<file path="src/rtl/shadow_cmp_pkg.sv">
package shadow_cmp_pkg;
  localparam int NUM_CH   = 2;
  localparam int MODE_W   = 4;
  localparam int PEND_LSB = NUM_CH * MODE_W;

  localparam int ADDR_CFG = 0;
  localparam int ADDR_SHA = 1;
  localparam int ADDR_SHB = 2;

  typedef logic [MODE_W-1:0] upd_mode_t;

  localparam int MB_ZERO   = 0;
  localparam int MB_PERIOD = 1;
  localparam int MB_SYNC   = 2;
  localparam int MB_HOLD   = 3;

  function automatic logic mode_fires(input upd_mode_t m, input logic z,
                                      input logic p, input logic s);
    logic hit;
    hit = (m[MB_ZERO] & z) | (m[MB_PERIOD] & p) | (m[MB_SYNC] & s);
    return !m[MB_HOLD] && ((m == '0) || hit);
  endfunction
endpackage

</file>
<file path="src/rtl/upd_cfg_regs.sv">
module upd_cfg_regs
  import shadow_cmp_pkg::*;
#(
  parameter int DW = 32
) (
  input  logic      clk,
  input  logic      rst,
  input  logic      cfg_we,
  input  logic [DW-1:0] cfg_wdata,
  output upd_mode_t mode [NUM_CH]
);
  for (genvar i = 0; i < NUM_CH; i++) begin : g_mode
    upd_mode_t mode_q;
    always_ff @(posedge clk) begin
      if (rst)         mode_q <= '0;
      else if (cfg_we) mode_q <= cfg_wdata[i*MODE_W +: MODE_W];
    end
    assign mode[i] = mode_q;
  end
endmodule

</file>
<file path="src/rtl/upd_channel.sv">
module upd_channel
  import shadow_cmp_pkg::*;
#(
  parameter int CW = 16
) (
  input  logic          clk,
  input  logic          rst,
  input  logic          shd_we,
  input  logic [CW-1:0] shd_wdata,
  input  upd_mode_t     mode,
  input  logic          ev_zero,
  input  logic          ev_period,
  input  logic          ev_sync,
  output logic [CW-1:0] shadow,
  output logic [CW-1:0] active,
  output logic          pending
);
  logic fire;

  always_comb fire = mode_fires(mode, ev_zero, ev_period, ev_sync);

  always_ff @(posedge clk) begin
    if (rst) begin
      shadow  <= '0;
      active  <= '0;
      pending <= 1'b0;
    end else begin
      if (shd_we) shadow <= shd_wdata;
      if (fire) begin
        if (shd_we)       active <= shd_wdata;
        else if (pending) active <= shadow;
        pending <= 1'b0;
      end else if (shd_we) begin
        pending <= 1'b1;
      end
    end
  end
endmodule

</file>
<file path="src/rtl/shadow_cmp_update.sv">
module shadow_cmp_update
  import shadow_cmp_pkg::*;
#(
  parameter int CW = 16,
  parameter int DW = 32,
  parameter int AW = 2
) (
  input  logic          clk,
  input  logic          rst,
  input  logic          wr_en,
  input  logic [AW-1:0] wr_addr,
  input  logic [DW-1:0] wr_data,
  input  logic [AW-1:0] rd_addr,
  output logic [DW-1:0] rd_data,
  input  logic          ev_zero,
  input  logic          ev_period,
  input  logic          ev_sync,
  output logic [CW-1:0] act_a,
  output logic [CW-1:0] act_b
);
  localparam int STAT_W = PEND_LSB + NUM_CH;

  upd_mode_t         mode   [NUM_CH];
  logic [CW-1:0]     shd    [NUM_CH];
  logic [CW-1:0]     act    [NUM_CH];
  logic [NUM_CH-1:0] pend;
  logic              cfg_we;
  logic [STAT_W-1:0] stat_word;
  logic [DW-1:0]     rd_next;

  upd_mode_t mode_a, mode_b;
  logic      pend_a, pend_b;

  assign cfg_we = wr_en && (wr_addr == AW'(ADDR_CFG));

  upd_cfg_regs #(.DW(DW)) cfg_i (
    .clk      (clk),
    .rst      (rst),
    .cfg_we   (cfg_we),
    .cfg_wdata(wr_data),
    .mode     (mode)
  );

  for (genvar i = 0; i < NUM_CH; i++) begin : g_ch
    logic sel;
    assign sel = wr_en && (wr_addr == AW'(ADDR_SHA + i));
    upd_channel #(.CW(CW)) ch_i (
      .clk      (clk),
      .rst      (rst),
      .shd_we   (sel),
      .shd_wdata(wr_data[CW-1:0]),
      .mode     (mode[i]),
      .ev_zero  (ev_zero),
      .ev_period(ev_period),
      .ev_sync  (ev_sync),
      .shadow   (shd[i]),
      .active   (act[i]),
      .pending  (pend[i])
    );
    assign stat_word[i*MODE_W +: MODE_W] = mode[i];
  end
  assign stat_word[STAT_W-1:PEND_LSB] = pend;

  assign act_a  = act[0];
  assign act_b  = act[1];
  assign mode_a = mode[0];
  assign mode_b = mode[1];
  assign pend_a = pend[0];
  assign pend_b = pend[1];

  always_comb begin
    rd_next = '0;
    case (rd_addr)
      AW'(ADDR_CFG): rd_next = DW'(stat_word);
      AW'(ADDR_SHA): rd_next = DW'(shd[0]);
      AW'(ADDR_SHB): rd_next = DW'(shd[1]);
      default:       rd_next = '0;
    endcase
  end

  always_ff @(posedge clk) begin
    if (rst) rd_data <= '0;
    else     rd_data <= rd_next;
  end
endmodule

</file>
<file path="config.mk">
export PLATFORM = sky130hd
export DESIGN_NAME = shadow_cmp_update
export DESIGN_NICKNAME = d
export VERILOG_FILES = /design/src/rtl/shadow_cmp_pkg.sv /design/src/rtl/upd_cfg_regs.sv /design/src/rtl/upd_channel.sv /design/src/rtl/shadow_cmp_update.sv
export SDC_FILE = /design/constraint.sdc
export NUM_CORES = 1
export LEC_CHECK = 0
export BUFFER_PORTS_ARGS = -buffer_cell sky130_fd_sc_hd__buf_2
export CORE_ASPECT_RATIO = 1.75
export CORE_MARGIN = 4
export CORE_UTILIZATION = 45
export DETAILED_ROUTE_END_ITERATION = 8
export HOLD_SLACK_MARGIN = 0.05
export PLACE_DENSITY = 0.68
export SYNTH_ARGS = -nofsm -noshare
export SYNTH_HDL_FRONTEND = slang
export SYNTH_SLANG_ARGS = --single-unit
</file>
<file path="constraint.sdc">
create_clock -name clk -period 1.94 [get_ports clk]
set_clock_uncertainty 0.1 [all_clocks]
set_input_delay 0.194 -clock clk [delete_from_list [all_inputs] [get_ports clk]]
set_output_delay 0.194 -clock clk [all_outputs]
set_load 0.02 [all_outputs]
</file>
==> results of run 1 <==
-- cell type report --
type,count,area [um^2]
clock inverter,7,124
multi-input combinational,265,1690
fill,718,3360
sequential,90,1800
timing repair buffer,97,596
clock buffer,9,225
tap,90,113
-- power by group through the flow --
stage	sequential, W	combinational, W	clock (W)
final	0.00191	0.000346	0.00201
after global routing	0.00192	0.000375	0.00210
after CTS	0.00191	0.000348	0.00205
after detailed placement	0.00195	0.000323	0
after global placement	0.00195	0.000318	0
after floorplan	0.00197	0.000232	0
-- cells by family (layout without fill, tap and decap cells) --
logic type | count (synthesis) | count (layout) | share of synthesized area (%)
simple gates | 145 | 145 | 18.2
buf+inv | 39 | 113 | 6.25
flops | 90 | 90 | 49.2
compound gates | 54 | 54 | 9.43
mux | 50 | 50 | 16.8
other cells | 1 | 16 | 0.102
-- state kept, by name, indices dropped and copies added (netlist names) --
signal	count
g_ch.ch_i.pending	2
cfg_i.g_mode.mode_q	8
g_ch.ch_i.active	32
rd_data	16
g_ch.ch_i.shadow	32
-- cell usage after synthesis (all sizes together) --
library cell	instances	area share (%)
mux2	32	12
nand2	66	6.8
o21ai	2	0.89
nor2b	34	5.8
a21oi	42	5.7
nor2	36	3.7
a31oi	2	1.2
and3b	2	0.48
nand3b	2	0.41
nor3	2	0.27
dfxtp	90	49
mux2i	18	4.9
a22oi	8	1.6
conb	1	0.10
or3	2	0.61
clkbuf	14	1.4
nor3b	1	0.20
buf	25	4.8
-- cell usage in the layout, fill, tap and decap left out, drive strengths merged --
cell          n
inv           2
nand3b        2
mux2i        18
dfxtp        90
dlygate4sd3  15
and3b         2
buf          82
bufinv        3
or3           2
nor3          2
mux2         32
nand2        66
clkinv        1
a22oi         8
a31oi         2
o21ai         2
nor3b         1
conb         16
nor2b        34
clkbuf        9
a21oi        42
clkinvlp      1
nor2         36
-- stage by stage --
| step | power (W) | util (%) |
|---|---|---|
| floorplan | 0.00220 | - |
| finish | 0.00427 | 57.5 |
| detailed placement | 0.00228 | 51.2 |
| global route | 0.00439 | 57.5 |
| global placement | 0.00227 | 51.2 |
| CTS | 0.00431 | 57.5 |
-- tightest hold or removal path, cell delays in order --
cell,delay [ps]
buf_2,130
nand2_1,60
a21oi_1,60
-- worst paths after layout --
check                            startpoint                endpoint  slack [ps]  cells past startpoint
setup reg to reg  cfg_i.g_mode[1].mode_q[0]  g_ch[1].ch_i.active[9]         120                      4
hold / removal                   wr_data[1]  g_ch[1].ch_i.shadow[1]          60                      3
setup / recovery  cfg_i.g_mode[1].mode_q[0]  g_ch[1].ch_i.active[9]         120                      4
hold reg to reg      g_ch[1].ch_i.shadow[1]  g_ch[1].ch_i.shadow[1]         370                      2
-- metal layers --
| metal | vias up | part of all wire [%] | routed length, um | global-route usage, % |
|---|---|---|---|---|
| li1 | 1387 | - | - | - |
| met1 | 1313 | 39 | 3250 | 18.8 |
| met2 | 73 | 53 | 4410 | 30.4 |
| met3 | 19 | 5.3 | 442 | 4.58 |
| met4 | 0 | 3.3 | 274 | 9.27 |
| met5 | - | 0 | 0 | 0 |
==> results_dict.tcl, run 1 <==
set metrics [dict create \
    outcome "complete, no violations" \
    p_int_w 0.00330 \
    diodes 0 \
    nets 505 \
    final_area_um2 4550 \
    gp_congestion 0.808 \
    vias 2792 \
    syn2layout_area_growth_pct 24.1 \
    p_leak_nw 2.04 \
    hold_ws_ps 62.4 \
    viasPerCell 5.00 \
    numPortBuffers 73 \
    die_height_um 127 \
    ys_ff_latch 90 \
    design.core.area_um2 7910 \
    clockBufferDepth 2 \
    cp_max_fo 16 \
    worstMarginPinSlew_ps 743 \
    drive_gt1_share_pct 29.1 \
    slew_violations 0 \
    power.switching_w 0.000974 \
    hold_violations 0 \
    dp_hpwl_um 5730 \
    drt_wl_total_um 8380 \
    crit_path_top_delay_cell "or3_4" \
    first_pass_iters 4 \
    pre_cts_ws_ps 131 \
    overflow 0 \
    drt_iter0_drc 194 \
    cts-resized-gates 0 \
    cts-htree-levels 3 \
    ant_nets 0 \
    root_buffer "clkbuf_16" \
    p_sw_share_pct 22.8 \
    syn_area_um2 3660 \
    ys_types 22 \
    grt_max_degree 91 \
    max_cap_violations 0 \
    arrival_ps 1940 \
    drc 0 \
    syn_avg_cell_area_um2 9.67 \
    setup_viol 0 \
    period_share_pct 93.6 \
    end_kind "register" \
    critPathKind "reg2reg" \
    dpl-instance-area_um2 4050 \
    path_cells "or3_4 > a31oi_4 > o21ai_4 > mux2_4" \
    ir_worst_vdd_mv 0.576 \
    combPwrFrac_pct 8.1 \
    grt_pass1_vias 2796 \
    tns_ps 0 \
    max_freq_mhz 551 \
    crit_buf_inv 0 \
    clk_latency_ps 340 \
    required_ps 2070 \
    fin_cells 558 \
    cp_slowest_stage_delay_ps 400 \
    antenna_found_initial 0 \
    max_slew_margin_pct 50.3 \
    syn_inst 379 \
    fin_crit_ps 1820 \
    hp-class "in2reg" \
    row_count 43 \
    pwr-share-seq_pct 44.8 \
    die_area_um2 9710 \
    post_cts_buffers 0 \
    ios 106 \
    clock_sinks 90 \
    clk_pin_slew_worst_paths_ps 70 \
    initial_core_util_pct 46.3 \
    cts-hold-fix-buffers 15 \
    crit_path_start_kind "register" \
    ys_seq_area_share_pct 49.2 \
    dpl.cell_count 527 \
    ys_warn_count 0 \
    rsz0062_at_grt "no" \
    power_density_nw_per_um2 939 \
    path_delay_family "compound AO/OA/AOI/OAI gates" \
    cts_made_buffers 9 \
    grtUsageTotal_pct 17.3 \
    timing.final.ws_setup_ps 125 \
    wl_per_cell_um 15.0 \
    power.share.clock_pct 47.1 \
    grt_pass1_wl_um 13400 \
    fp.dieW_um 76.2 \
    cts_tree "yes" \
]
Power figures use the tool's default switching activity.
==> inputs of run 2 (changes only) <==
--- a/config.mk
+++ b/config.mk
@@ -9,9 +9,11 @@
 export CORE_ASPECT_RATIO = 1.75
 export CORE_MARGIN = 4
 export CORE_UTILIZATION = 45
+export CTS_BUF_LIST = sky130_fd_sc_hd__clkbuf_8
 export DETAILED_ROUTE_END_ITERATION = 8
 export HOLD_SLACK_MARGIN = 0.05
 export PLACE_DENSITY = 0.68
+export SKIP_CTS_REPAIR_TIMING = 1
 export SYNTH_ARGS = -nofsm -noshare
 export SYNTH_HDL_FRONTEND = slang
 export SYNTH_SLANG_ARGS = --single-unit
==> run 2 against run 1 <==
Compared with the run above: non-clock buffer count stayed put; via count is 0.14% lower; sequential cell count stayed put; sequential share of layout area is 0.90 points higher; combinational power hardly changed; first-iteration DRC count is 0.52% higher; final cell count stayed put; critical path type unchanged; highest routed layer unchanged; routed wire length is 0.19% lower.
==> results_dict.tcl, run 2 (same netlist as run 1, synthesis figures left out) <==
set metrics [dict create \
    outcome "complete, no violations" \
    final_cell_mix "dfxtp_1 (90), buf_2 (73), nand2_1 (66)" \
    drt_iter0_drc 195 \
    drive_gt1_share_pct 29.1 \
    cts-htree-levels 3 \
    critPathKind "reg2reg" \
    fin_util_pct 56.2 \
    design.core.area_um2 7910 \
    numPortBuffers 73 \
    biggestRegsByFlops "g_ch.ch_i.active: 32 flops, g_ch.ch_i.shadow: 32 flops, rd_data: 16 flops" \
    syn2layout_area_growth_pct 21.4 \
    row_count 43 \
    clk_latency_ps 370 \
    total_power_w 0.00382 \
    die_height_um 127 \
    ir_worst_vdd_mv 0.547 \
    grt_pass1_vias 2707 \
    dp_hpwl_um 5730 \
    rsz0062_at_grt "no" \
    cts_made_buffers 9 \
    antenna_found_initial 0 \
    cts_tree "yes" \
    die_area_um2 9710 \
    overflow 0 \
    fp.dieW_um 76.2 \
    required_ps 2100 \
    arrival_ps 1970 \
    max_slew_margin_pct 50.2 \
    p_leak_nw 1.99 \
    slew_violations 0 \
    clk_pin_slew_worst_paths_ps 90 \
    grt_max_degree 91 \
    nets 505 \
    period_share_pct 93.2 \
    first_pass_iters 4 \
    pre_cts_ws_ps 131 \
    drc 0 \
    timing.final.ws_setup_ps 131 \
    end_kind "register" \
    grtUsageTotal_pct 16.9 \
    max_freq_mhz 553 \
    drt_wl_total_um 8370 \
    fin_crit_ps 1810 \
    gp_congestion 0.808 \
    cp_max_fo 16 \
    ant_nets 0 \
    fillers 740 \
    clock_sinks 90 \
    viasPerCell 5.00 \
    setup_viol 0 \
    grt_pass1_wl_um 13100 \
    clockBufferDepth 2 \
    initial_core_util_pct 46.3 \
    hold_ws_ps 12.7 \
    power_density_nw_per_um2 859 \
    hold_violations 0 \
    ios 106 \
    vias 2788 \
    hp-class "in2reg" \
    crit_path_start_kind "register" \
    max_cap_violations 0 \
    tns_ps 0 \
    worstMarginPinSlew_ps 745 \
    root_buffer "clkbuf_8" \
    diodes 0 \
    final_common_cell "dfxtp_1" \
    wl_per_cell_um 15.0 \
]
[run 2: cell counts in the layout (fill, tap and decap cells not counted)]
Identical to the previous run, type by type.
[run 2: cell type report]
class	count	area, um^2	area share [%]
repair buffers	97	596	13.4
flip-flops and latches	90	1800	40.5
clock buffers	9	124	2.79
multi-input cells	265	1690	38.0
well taps	90	113	2.53
clock inverters	7	124	2.79
[run 2: stage by stage]
| step | cell area, um^2 | std cells |
|---|---|---|
| floorplan | 3720 | 394 |
| global placement | 4050 | 527 |
| detailed placement | 4050 | 527 |
| CTS | 4300 | 543 |
| global route | 4450 | 558 |
| finish | 4450 | 558 |
[run 2: report_power, final]
part	leakage (nW)	internal, W	total, W	switching (W)
combinational	1.14	0.000137	0.000346	0.000209
sequential	0.728	0.00189	0.00191	0.0000233
clock	0.120	0.000866	0.00156	0.000698
[run 2: path summary, 6_finish.rpt]
kind | from | end | slack [ps] | cells past startpoint
hold reg to reg | g_ch[1].ch_i.shadow[1] | g_ch[1].ch_i.shadow[1] | 380 | 2
hold / removal | wr_data[7] | cfg_i.g_mode[1].mode_q[3] | 10 | 3
setup reg to reg | cfg_i.g_mode[1].mode_q[0] | g_ch[1].ch_i.active[6] | 130 | 4
setup / recovery | cfg_i.g_mode[1].mode_q[0] | g_ch[1].ch_i.active[6] | 130 | 4
[run 2: layer usage]
layer,up-vias,track usage [%],share of wire (%)
met2,72,29.6,52
met1,1313,18.3,40
met3,18,5.57,5.3
li1,1385,-,-
met5,-,0,0
met4,0,7.72,2.7
[run 2: worst max-delay path: stages (launching register included)]
cell	delay, ps
dfxtp_1	340
or3_4	400
a31oi_4	240
o21ai_4	250
mux2_4	350
==> inputs of run 3 (changes only) <==
--- a/config.mk
+++ b/config.mk
@@ -12,7 +12,7 @@
 export CTS_BUF_LIST = sky130_fd_sc_hd__clkbuf_8
 export DETAILED_ROUTE_END_ITERATION = 8
 export HOLD_SLACK_MARGIN = 0.05
-export PLACE_DENSITY = 0.68
+export PLACE_DENSITY = 0.77
 export SKIP_CTS_REPAIR_TIMING = 1
 export SYNTH_ARGS = -nofsm -noshare
 export SYNTH_HDL_FRONTEND = slang
==> run 3 against run 2 <==
Compared with the run above: register-to-register slack gained 20 ps; largest power group unchanged; critical path depth is the same; clock power shrank 13%; routed wire length shrank 3.9%; cell area shrank 0.76%.
==> results_dict.tcl, run 3 (same netlist as run 1, synthesis figures left out) <==
set metrics [dict create \
    dp_hpwl_um 5710 \
    max_freq_mhz 559 \
    power.switching_w 0.000874 \
    clockBufferDepth 2 \
    path_delay_family "compound AO/OA/AOI/OAI gates" \
    worstMarginPinSlew_ps 1180 \
    ios 106 \
    cts_tree "yes" \
    power_density_nw_per_um2 819 \
    max_cap_violations 0 \
    design.core.area_um2 7910 \
    combPwrFrac_pct 9.5 \
    cp_max_fo 16 \
    diodes 0 \
    root_buffer "clkbuf_8" \
    row_count 43 \
    pwr-share-seq_pct 52.9 \
    antenna_found_initial 0 \
    final_common_cell "dfxtp_1" \
    grt_max_degree 91 \
    viasPerCell 5.03 \
    p_int_w 0.00274 \
    grt_pass1_vias 2680 \
    drive_gt1_share_pct 28.2 \
    p_sw_share_pct 24.2 \
    cts_made_buffers 9 \
    initial_core_util_pct 46.3 \
    drc 0 \
    clk_pin_slew_worst_paths_ps 90 \
    max_slew_margin_pct 21.3 \
    crit_path_top_delay_cell "or3_4" \
    power.share.clock_pct 37.7 \
    grt_pass1_wl_um 12800 \
    hp-class "in2reg" \
    slew_violations 0 \
    arrival_ps 1930 \
    hold_ws_ps 223 \
    required_ps 2090 \
    crit_buf_inv 0 \
    die_height_um 127 \
    timing.final.ws_setup_ps 152 \
    crit_path_start_kind "register" \
    drt_iter0_drc 144 \
    ant_nets 0 \
    die_area_um2 9710 \
    tns_ps 0 \
    syn2layout_area_growth_pct 20.5 \
    outcome "complete, no violations" \
    gp_congestion 0.833 \
    fp.dieW_um 76.2 \
    fin_crit_ps 1790 \
    overflow 0 \
    fin_util_pct 55.8 \
    vias 2805 \
    cp_slowest_stage_delay_ps 400 \
    drt_wl_total_um 8040 \
    final_cell_mix "dfxtp_1 (90), buf_2 (73), nand2_1 (66)" \
    fin_cells 558 \
    biggestRegsByFlops "g_ch.ch_i.active: 32 flops, g_ch.ch_i.shadow: 32 flops, rd_data: 16 flops" \
    hold_violations 0 \
    path_cells "or3_4 > a31oi_4 > o21ai_4 > mux2_4" \
    rsz0062_at_grt "no" \
    ir_worst_vdd_mv 0.508 \
    critPathKind "reg2reg" \
    period_share_pct 92.2 \
    nets 505 \
    clk_latency_ps 360 \
    pre_cts_ws_ps 155 \
    setup_viol 0 \
    p_leak_nw 1.98 \
    first_pass_iters 4 \
    end_kind "register" \
    wl_per_cell_um 14.4 \
    numPortBuffers 73 \
    cts-htree-levels 3 \
    clock_sinks 90 \
    grtUsageTotal_pct 16.5 \
    dpl.cell_count 526 \
]
run 3: cell count changes in the layout (fill, tap and decap cells not counted), sizes merged:
cell	change
inv	+1
buf	-1
bufinv	-1
dlygate4sd3	+1
run 3: layout make-up:
cell class | count | area (um^2)
well taps | 90 | 113
clock buffers | 9 | 124
flip-flops and latches | 90 | 1800
multi-input cells | 265 | 1690
fillers | 689 | 3500
clock inverters | 7 | 87.6
repair buffers | 97 | 598
run 3: power groups by stage:
stage | clock network [W] | registers, W | logic (W)
6_report | 0.00136 | 0.00191 | 0.000342
5_1_grt | 0.00147 | 0.00192 | 0.000372
4_1_cts | 0.00138 | 0.00191 | 0.000318
3_5_place_dp | 0 | 0.00195 | 0.000317
3_3_place_gp | 0 | 0.00195 | 0.000312
2_1_floorplan | 0 | 0.00197 | 0.000232
run 3: final timing paths:
path | from | end | slack (ps) | cells after the start
setup / recovery | cfg_i.g_mode[1].mode_q[0] | g_ch[1].ch_i.active[15] | 150 | 4
hold / removal | ev_zero | g_ch[0].ch_i.pending | 220 | 4
setup reg to reg | cfg_i.g_mode[1].mode_q[0] | g_ch[1].ch_i.active[15] | 150 | 4
hold reg to reg | g_ch[1].ch_i.shadow[2] | g_ch[1].ch_i.shadow[2] | 380 | 2
run 3: metal layers:
layer / routed length (um) / share of wire [%] / global-route usage (%)
met1: 3050 / 38 / 18.0
met3: 430 / 5.4 / 3.95
met4: 243 / 3.0 / 9.06
met2: 4320 / 54 / 29.1
met5: 0 / 0 / 0
run 3: through the flow:
stage,total power [W],cell area (um^2)
final,0.00361,4410
after global routing,0.00376,4410
after global placement,0.00226,4040
after detailed placement,0.00227,4040
after CTS,0.00361,4250
after floorplan,0.00220,3720
run 3: worst reg2reg max path: cells and delay by family (launching register included):
family / cells / cell delay, ps
multiplexers: 1 / 360
AND/OR/NAND/NOR: 1 / 400
AO/OA/AOI/OAI: 2 / 480
flip-flops: 1 / 340
